===== src/rtl/tmr_pkg.sv =====
package tmr_pkg;
  typedef enum logic [1:0] {
    MD_RLD16  = 2'b00,
    MD_FREE16 = 2'b01,
    MD_RLD8   = 2'b10,
    MD_SPLIT8 = 2'b11
  } tmr_mode_e;

  localparam logic [1:0] REG_CTRL   = 2'd0;
  localparam logic [1:0] REG_COUNT  = 2'd1;
  localparam logic [1:0] REG_RELOAD = 2'd2;
  localparam logic [1:0] REG_FLAGS  = 2'd3;

  localparam logic [1:0] PSC_DIV4  = 2'b00;
  localparam logic [1:0] PSC_DIV16 = 2'b01;
  localparam logic [1:0] PSC_DIV64 = 2'b10;
endpackage


===== src/rtl/tmr_sync.sv =====
module tmr_sync #(
  parameter int STAGES = 2
) (
  input  logic clk,
  input  logic rst,
  input  logic d,
  output logic q
);
  logic [STAGES-1:0] chain_q;

  always_ff @(posedge clk) begin
    if (rst) chain_q <= '0;
    else     chain_q <= {chain_q[STAGES-2:0], d};
  end

  assign q = chain_q[STAGES-1];
endmodule


===== src/rtl/tmr_psc.sv =====
module tmr_psc #(
  parameter int DIV_W = 6
) (
  input  logic       clk,
  input  logic       rst,
  input  logic [1:0] sel,
  output logic       tick
);
  import tmr_pkg::*;

  logic [DIV_W-1:0] div_q;
  logic             hit;
  logic             tick_q;

  always_comb begin
    unique case (sel)
      PSC_DIV4:  hit = &div_q[1:0];
      PSC_DIV16: hit = &div_q[3:0];
      PSC_DIV64: hit = &div_q[5:0];
      default:   hit = 1'b0;
    endcase
  end

  always_ff @(posedge clk) begin
    if (rst) begin
      div_q  <= '0;
      tick_q <= 1'b0;
    end else begin
      div_q  <= div_q + 1'b1;
      tick_q <= hit;
    end
  end

  assign tick = tick_q;
endmodule


===== src/rtl/tmr_evt_edge.sv =====
module tmr_evt_edge (
  input  logic clk,
  input  logic rst,
  input  logic pin_s,
  output logic fall
);
  logic phase_q;
  logic smp_q;
  logic fall_q;

  always_ff @(posedge clk) begin
    if (rst) begin
      phase_q <= 1'b0;
      smp_q   <= 1'b0;
      fall_q  <= 1'b0;
    end else begin
      phase_q <= ~phase_q;
      fall_q  <= 1'b0;
      if (phase_q) begin
        smp_q  <= pin_s;
        fall_q <= smp_q & ~pin_s;
      end
    end
  end

  assign fall = fall_q;
endmodule


===== src/rtl/tmr_core.sv =====
module tmr_core #(
  parameter int CNT_W    = 16,
  parameter bit SPLIT_EN = 1'b1
) (
  input  logic                 clk,
  input  logic                 rst,
  input  tmr_pkg::tmr_mode_e   mode,
  input  logic                 en_lo,
  input  logic                 tick_lo,
  input  logic                 en_hi,
  input  logic                 tick_hi,
  input  logic                 ld_en,
  input  logic [CNT_W-1:0]     ld_val,
  input  logic [CNT_W-1:0]     reload,
  output logic [CNT_W-1:0]     count,
  output logic                 ovf_lo,
  output logic                 ovf_hi
);
  import tmr_pkg::*;

  localparam int HALF = CNT_W / 2;

  logic [CNT_W-1:0] cnt_q;
  logic [CNT_W-1:0] nxt;
  logic             ov_l, ov_h;
  logic             ovl_q, ovh_q;
  logic [HALF-1:0]  hi_step;
  logic             hi_wrap;
  logic             split_ok;
  logic             step;

  generate
    if (SPLIT_EN) begin : g_split
      always_comb begin
        hi_step = cnt_q[CNT_W-1:HALF];
        hi_wrap = 1'b0;
        if (en_hi && tick_hi) begin
          hi_step = cnt_q[CNT_W-1:HALF] + 1'b1;
          hi_wrap = &cnt_q[CNT_W-1:HALF];
        end
      end
      assign split_ok = 1'b1;
    end else begin : g_nosplit
      assign hi_step  = cnt_q[CNT_W-1:HALF];
      assign hi_wrap  = 1'b0;
      assign split_ok = 1'b0;
    end
  endgenerate

  assign step = en_lo & tick_lo;

  always_comb begin
    nxt  = cnt_q;
    ov_l = 1'b0;
    ov_h = 1'b0;
    unique case (mode)
      MD_RLD16: begin
        if (step) begin
          if (&cnt_q) begin
            nxt  = reload;
            ov_l = 1'b1;
          end else begin
            nxt = cnt_q + 1'b1;
          end
        end
      end
      MD_FREE16: begin
        if (step) begin
          nxt  = cnt_q + 1'b1;
          ov_l = &cnt_q;
        end
      end
      MD_RLD8: begin
        if (step) begin
          if (&cnt_q[HALF-1:0]) begin
            nxt[HALF-1:0] = cnt_q[CNT_W-1:HALF];
            ov_l          = 1'b1;
          end else begin
            nxt[HALF-1:0] = cnt_q[HALF-1:0] + 1'b1;
          end
        end
      end
      MD_SPLIT8: begin
        if (split_ok) begin
          if (step) begin
            nxt[HALF-1:0] = cnt_q[HALF-1:0] + 1'b1;
            ov_l          = &cnt_q[HALF-1:0];
          end
          nxt[CNT_W-1:HALF] = hi_step;
          ov_h              = hi_wrap;
        end
      end
      default: nxt = cnt_q;
    endcase
  end

  always_ff @(posedge clk) begin
    if (rst) begin
      cnt_q <= '0;
      ovl_q <= 1'b0;
      ovh_q <= 1'b0;
    end else if (ld_en) begin
      cnt_q <= ld_val;
      ovl_q <= 1'b0;
      ovh_q <= 1'b0;
    end else begin
      cnt_q <= nxt;
      ovl_q <= ov_l;
      ovh_q <= ov_h;
    end
  end

  assign count  = cnt_q;
  assign ovf_lo = ovl_q;
  assign ovf_hi = ovh_q;
endmodule


===== src/rtl/tmr_cnt_unit.sv =====
module tmr_cnt_unit #(
  parameter int CNT_W    = 16,
  parameter int PSC_W    = 6,
  parameter int SYNC_W   = 2,
  parameter bit SPLIT_EN = 1'b1
) (
  input  logic             clk,
  input  logic             rst,
  input  logic [1:0]       psc_sel,
  input  logic             ext_evt,
  input  logic             ext_en,
  input  logic             wr_en,
  input  logic [1:0]       wr_addr,
  input  logic [CNT_W-1:0] wr_data,
  input  logic [1:0]       rd_addr,
  output logic [CNT_W-1:0] rd_data,
  input  logic [1:0]       irq_ack,
  output logic             irq_lo,
  output logic             irq_hi
);
  import tmr_pkg::*;

  localparam int CTRL_W = 6;

  logic       run_q, ct_q, gate_q, run_hi_q;
  tmr_mode_e  mode_q;
  logic [CNT_W-1:0] reload_q;
  logic [1:0] flag_q, flag_nxt;
  logic [CNT_W-1:0] rd_q;
  logic [CNT_W-1:0] cnt;

  logic psc_tick, evt_s, en_s, evt_tick;
  logic en_lo, tick_lo, ovf_lo, ovf_hi;
  logic wr_ctrl, wr_cnt, wr_rld, wr_flg;

  assign wr_ctrl = wr_en && (wr_addr == REG_CTRL);
  assign wr_cnt  = wr_en && (wr_addr == REG_COUNT);
  assign wr_rld  = wr_en && (wr_addr == REG_RELOAD);
  assign wr_flg  = wr_en && (wr_addr == REG_FLAGS);

  tmr_psc #(.DIV_W(PSC_W)) u_psc (
    .clk(clk), .rst(rst), .sel(psc_sel), .tick(psc_tick)
  );

  tmr_sync #(.STAGES(SYNC_W)) u_sync_evt (
    .clk(clk), .rst(rst), .d(ext_evt), .q(evt_s)
  );

  tmr_sync #(.STAGES(SYNC_W)) u_sync_en (
    .clk(clk), .rst(rst), .d(ext_en), .q(en_s)
  );

  tmr_evt_edge u_edge (
    .clk(clk), .rst(rst), .pin_s(evt_s), .fall(evt_tick)
  );

  assign en_lo   = run_q & (~gate_q | en_s);
  assign tick_lo = ct_q ? evt_tick : psc_tick;

  tmr_core #(.CNT_W(CNT_W), .SPLIT_EN(SPLIT_EN)) u_core (
    .clk(clk), .rst(rst), .mode(mode_q),
    .en_lo(en_lo), .tick_lo(tick_lo),
    .en_hi(run_hi_q), .tick_hi(psc_tick),
    .ld_en(wr_cnt), .ld_val(wr_data), .reload(reload_q),
    .count(cnt), .ovf_lo(ovf_lo), .ovf_hi(ovf_hi)
  );

  always_ff @(posedge clk) begin
    if (rst) begin
      run_q    <= 1'b0;
      ct_q     <= 1'b0;
      gate_q   <= 1'b0;
      mode_q   <= MD_RLD16;
      run_hi_q <= 1'b0;
      reload_q <= '0;
    end else begin
      if (wr_ctrl) begin
        run_q    <= wr_data[0];
        ct_q     <= wr_data[1];
        gate_q   <= wr_data[2];
        mode_q   <= tmr_mode_e'(wr_data[4:3]);
        run_hi_q <= wr_data[5];
      end
      if (wr_rld) reload_q <= wr_data;
    end
  end

  always_comb begin
    flag_nxt = flag_q;
    if (wr_flg) flag_nxt = wr_data[1:0];
    flag_nxt = flag_nxt & ~irq_ack;
    flag_nxt = flag_nxt | {ovf_hi, ovf_lo};
  end

  always_ff @(posedge clk) begin
    if (rst) flag_q <= '0;
    else     flag_q <= flag_nxt;
  end

  always_ff @(posedge clk) begin
    if (rst) begin
      rd_q <= '0;
    end else begin
      unique case (rd_addr)
        REG_CTRL:   rd_q <= CNT_W'({run_hi_q, mode_q, gate_q, ct_q, run_q});
        REG_COUNT:  rd_q <= cnt;
        REG_RELOAD: rd_q <= reload_q;
        default:    rd_q <= CNT_W'(flag_q);
      endcase
    end
  end

  assign rd_data = rd_q;
  assign irq_lo  = flag_q[0];
  assign irq_hi  = flag_q[1];

  logic [CTRL_W-1:0] unused_hi;
  assign unused_hi = wr_data[CTRL_W-1:0];
endmodule


===== config.mk =====
export PLATFORM = sky130hd
export DESIGN_NAME = tmr_cnt_unit
export DESIGN_NICKNAME = d
export VERILOG_FILES = /design/src/rtl/tmr_pkg.sv /design/src/rtl/tmr_sync.sv /design/src/rtl/tmr_psc.sv /design/src/rtl/tmr_evt_edge.sv /design/src/rtl/tmr_core.sv /design/src/rtl/tmr_cnt_unit.sv
export SDC_FILE = /design/constraint.sdc
export NUM_CORES = 1
export LEC_CHECK = 0
export BUFFER_PORTS_ARGS = -buffer_cell sky130_fd_sc_hd__buf_2
export CAP_MARGIN = 20
export CORE_AREA = 2 2 88 90
export DETAILED_ROUTE_END_ITERATION = 6
export DIE_AREA = 0 0 90 92
export PLACE_DENSITY = 0.78
export SYNTH_ARGS = -nofsm -noshare
export SYNTH_HDL_FRONTEND = slang
export SYNTH_SLANG_ARGS = --single-unit

===== constraint.sdc =====
create_clock -name clk -period 2.7 [get_ports clk]
set_clock_uncertainty 0.15 [all_clocks]
set_input_delay 0.27 -clock clk [delete_from_list [all_inputs] [get_ports clk]]
set_output_delay 0.27 -clock clk [all_outputs]
set_load 0.02 [all_outputs]

### After elaboration in Yosys (flattened, before gate mapping)

Index checks and enable logic that the tools add are counted.
W data, S select, Z words.

| word-level totals | value |
|---|---|
| flip-flop bits (word level) | 72 |
| input bits | 29 |
| output and inout port bits | 18 |
| logic and storage cells | 92 |

| cells by class | value |
|---|---|
| add/subtract/negate cells | 4 |
| eq/ne operators | 15 |
| multiplexer cells | 21 |
| bitwise operators | 12 |
| reduce and logical (&&, ||, !) cells | 21 |

Operators with widths:

| operator | number |
|---|---|
| $mux W16 | 4 |
| $pmux W16 S3 | 1 |
| $mux W8 | 4 |
| $pmux W8 S4 | 1 |
| $pmux W8 S3 | 1 |
| $add A16 B1 Y16 const B | 1 |
| $add A8 B1 Y8 const B | 2 |
| $reduce_and A16 Y1 | 1 |
| $reduce_and A8 Y1 | 2 |
| $ne A3 B1 Y1 const B | 5 |
| $eq A2 B2 Y1 const B | 6 |
| $reduce_and A4 Y1 | 3 |
| $eq A2 B1 Y1 const B | 4 |
| $logic_not A2 Y1 | 4 |
| $mux W1 | 7 |
| $add A6 B1 Y6 const B | 1 |
| $reduce_and A6 Y1 | 1 |
| $logic_and A1 B1 Y1 | 5 |
| $not A1 Y1 | 5 |
| $pmux W1 S4 | 1 |
| $reduce_bool A4 Y1 | 1 |
| $reduce_or A2 Y1 | 2 |
| $reduce_or A4 Y1 | 1 |
| $and A1 B1 Y1 | 3 |
| 7 further kinds | 7 |

### Logic depth before layout (Yosys ltp)

| logic depth | value |
|---|---|
| depth in word-level cells | 7 |
| depth in mapped cells | 8 |

### Cells and area by module

Synthesis repeated with hierarchy kept, for this count alone.

| second synthesis, totals | value |
|---|---|
| cells, all modules | 431 |
| area total of the unflattened synthesis | 3,652.3 µm² |

Modules (own cells, without submodules):

| module | times used | cells an instance | area each (µm²) | sequential area each (µm²) |
|---|---|---|---|---|
| tmr_core | 1 | 217 | 1,626.6 | 360.3 |
| tmr_cnt_unit | 1 | 170 | 1,552.7 | 800.8 |
| tmr_psc | 1 | 29 | 277.8 | 140.1 |
| tmr_sync | 2 | 4 | 52.6 | 40.0 |
| tmr_evt_edge | 1 | 7 | 90.1 | 60.1 |

### Worst setup path after synthesis

No wires, ideal clock.

| timing path | value |
|---|---|
| path type | register -> register |
| start point | reg u_core.cnt_q[9] (netlist: u_core.count[9]) |
| end point | reg u_core.cnt_q[7] (netlist: u_core.count[7]) |
| data arrival time | 2.022 ns |
| data required time | 2.420 ns |
| slack | 0.398 ns |
| stages on the path, launching flop included | 8 |
| cell sequence | dfxtp_1 ha_1 nand3_1 or4_4 buf_6 a211o_1 a221oi_2 o31ai_2 |

| on the way | value |
|---|---|
| longest elaborated chain between the ends | 5 |

Ends and longest elaborated chain:

| what | RTL line | source |
|---|---|---|
| from (decl) | tmr_core.sv:23 | `logic [CNT_W-1:0] cnt_q;` |
| from (signal assigned) | tmr_core.sv:103 | `cnt_q <= ld_val;` |
| from (signal assigned) | tmr_core.sv:107 | `cnt_q <= nxt;` |
| $reduce_and A16 Y1 | tmr_core.sv:59 | `if (&cnt_q) begin` |
| $mux W16 | tmr_core.sv:59 |  |
| $mux W16 | tmr_core.sv:58 | `if (step) begin` |
| $pmux W8 S4 | tmr_core.sv:56 | `unique case (mode)` |
| $mux W16 | tmr_core.sv:102 | `end else if (ld_en) begin` |

No other way between the ends. The select of a mux whose other input is x is not followed.
A chain may end at the register's enable or synchronous reset.

### Final worst setup path

| timing path | value |
|---|---|
| start point | reg u_core.cnt_q[9] (netlist: u_core.count[9]) |
| end point | reg u_core.cnt_q[4] (netlist: u_core.count[4]) |

Same word-level chain as after synthesis.

==> results.md <==
- Pins Over Slew Limit: 0
- Root buffer cell: clkbuf_8
- Most common cell after layout, fill and taps aside: dfxtp_1
- Max-cap violations: 0
- Final hold viol count: 0
- Setup tns final: 0 ns
- Global-route wire length before repair: 17,000 um
- RSZ-0062 raised after global routing: false
- IO Port Bufs: 46
- Initial antenna violation count: 0
- Synth warnings: 0
- Post-synth EDFFs: 0
- Multi-input logic area: 2070 um2
- # DRC: 0
- Worst endpoint required time: 2.80 ns
- Fillers: 724
- Seq/Total Area, Yosys: 39.2%
- Area delta synth->final: 16.4%
- Total gr overflow: 0
- Crit Path Max Fanout: 12
- Outcome: finished, final reports clean
- Most frequent cells in the layout: 72 x dfxtp_1, 63 x nor2_1, 53 x nand2_1
- Leakage: 1.65 nW
- Worst-margin pin slew: 0.821 ns
- Fraction of registers with async set/reset: 0%
- Layout Cells excl Fill: 604
- PwrDens: 530 nW/um2
- Syn avg cell area: 8.16 um2
- Post-route ant nets: 0
- Routed vias: 3,549
- Min Tclk post-route: 2.56 ns
- Clk buf depth: 2
- Hold WC Path Type: in -> reg
- Hold buffers post-CTS: 3
- Cell Area, Synth: 3680 um2
- PnR worst setup slack: 0.139 ns
- DRT Pass-1 Iters: 5
- Clock Power Share: 41.6%
- Ant. Diodes: 0
- Final HPWL DP: 7290 um
- Crit Path Class: reg -> reg
- Die W: 90 um
- Worst-skew pair later-pin latency: 0.36 ns
- # IOs: 47
- DP Worst Slack: 0.251 ns
- Final GP Congestion: 0.929
- Area contributors post-synth: dfxtp_1 39%, nor2_1 6.4%, nand2_1 5.4%
- DRC violation total after the first TritonRoute iteration: 329
- Cells after synthesis: 451
- Top_reg_cell synth: dfxtp_1
- Pin count of the biggest net entering global routing: 29
- Synth cell types: 64
- Max Clock Freq: 0.390 GHz
- Sw Share: 25.3%
- Final Setup Violations: 0
- Period utilization: 94.9%
- Clk sink count: 72
- Post_cts resized: 0
- Rel. slew slack: 45.1%
- Vias/cell: 5.88
- Sequential power share: 49.3%
- CTS tree: done
- Die Y: 92 um
- Nets: 529
- Net Count, Synth: 483
- Post-layout util: 57.5%
- Standard-cell row count: 32
- Final wirelength: 10,400 um
- Synth Register Bits: 72
- CTS H-tree depth: 3
- Worst VDD drop: 0.370 mV
- CTS buffer count: 9
- Placed Cells: 585
- Crit path DAT: 2.66 ns
- Initial Util: 49.4%
- All-Layer GR Usage: 26.2%
- Core Area: 7450 um2
- Combinational share of power: 9.2%
- Pint: 1.70 mW
- Sw power: 574 uW
- CP startpoint kind: flop
- Post CTS Setup Buffer Count: 0
- Sequential Area: 1440 um2
- Setup crit end kind: flop
- Reg clk slew, reported paths: 0.08 ns
- Synth area leader: dfxtp_1
- Die ar.: 8280 um2
- Layout cell share with drive strength beyond 1: 19.3%
- Vias in the first global route: 3,384
- Avg WL per Cell: 17.2 um
- Area share of the leading cell type in the synthesized netlist: 39.2%
## worst max-delay path, cell delays in order, from the launching register on
cell	delay (ns)
dfxtp_1	0.42
ha_1	0.25
nand3_1	0.11
or4_4	0.68
mux2_4	0.36
nor4_2	0.18
nor3_1	0.09
a32o_1	0.22
## layer usage
metal / up-vias / wire [um] / GRT usage (%)
met1: 1673 / 4460 / 33.5
met4: 0 / 232 / 12.2
met5: - / 0 / 0
met3: 19 / 757 / 5.67
li1: 1699 / - / -
met2: 158 / 4940 / 42.2
## power by group through the flow
stage	Clock, mW	Combinational [mW]	Sequential, mW
2_1_floorplan	0	0.126	1.14
3_3_place_gp	0	0.198	1.14
3_5_place_dp	0	0.202	1.14
4_1_cts	0.952	0.208	1.12
5_1_grt	0.995	0.229	1.12
6_report	0.944	0.208	1.12
## flip-flops by register name (all words and copies together), names as in the netlist, 2 cells and up
name / count
u_psc.div_q: 6
rd_data: 16
reload_q: 16
u_sync_evt.chain_q: 2
flag_q: 2
mode_q: 2
u_sync_en.chain_q: 2
u_core.count: 16
## per-stage QoR
step           hold slack [ns]  instance area [um2]  total power [mW]
6_report               0.00578                 4280              2.27
5_1_grt                0.00181                 4280              2.35
4_1_cts              0.0000723                 4280              2.28
3_5_place_dp             0.268                 4040              1.34
3_3_place_gp             0.260                 4040              1.34
2_1_floorplan            0.248                 3680              1.26
## final cells by class
type | count | area share, %
Clock buffer | 11 | 3.07
Clock inverter | 5 | 1.90
Inverter | 4 | 0.351
Multi-Input combinational cell | 341 | 48.5
Sequential cell | 72 | 33.7
Tap cell | 102 | 2.98
Timing Repair Buffer | 69 | 9.59
## cells by family (layout without fill, tap and decap cells)
logic type      count (synthesis)  in the layout  synth area share [%]
compound gates                111            111                  19.6
xor+xnor                       15             15                  3.57
fa+ha+maj                       3              3                  1.02
buf+inv                        38             89                  4.45
flops                          72             72                  39.2
mux                            20             20                  6.32
simple gates                  192            192                  25.9
## path summary, 6_finish.rpt
kind | start | end | slack, ns | cells after the start
worst max-delay path | u_core.count[9] | u_core.count[4] | 0.14 | 7
worst min register to register | u_sync_evt.chain_q[1] | u_edge.fall | 0.27 | 1
worst max register to register | u_core.count[9] | u_core.count[4] | 0.14 | 7
worst min-delay path | wr_data[14] | reload_q[14] | 0.006 | 3
## cell usage after synthesis, types with 3 or more instances
cell type  number
nand4_1         6
nor2_1         63
dfxtp_1        72
a21oi_1        37
xor2_1          4
and2_1          4
mux2i_1        15
buf_1           3
nand3_1        12
o211ai_1        5
xnor2_1        11
nor4_1          4
clkbuf_1       24
nand2_1        53
ha_1            3
nor4b_1         3
a211oi_1        6
nor2b_1        12
o21ai_0        22
buf_2           5
and3_1          7
a211o_1         3
inv_1           4
nor3_1          8
a22oi_1        11
No activity file was read; power rests on OpenSTA's default activity.
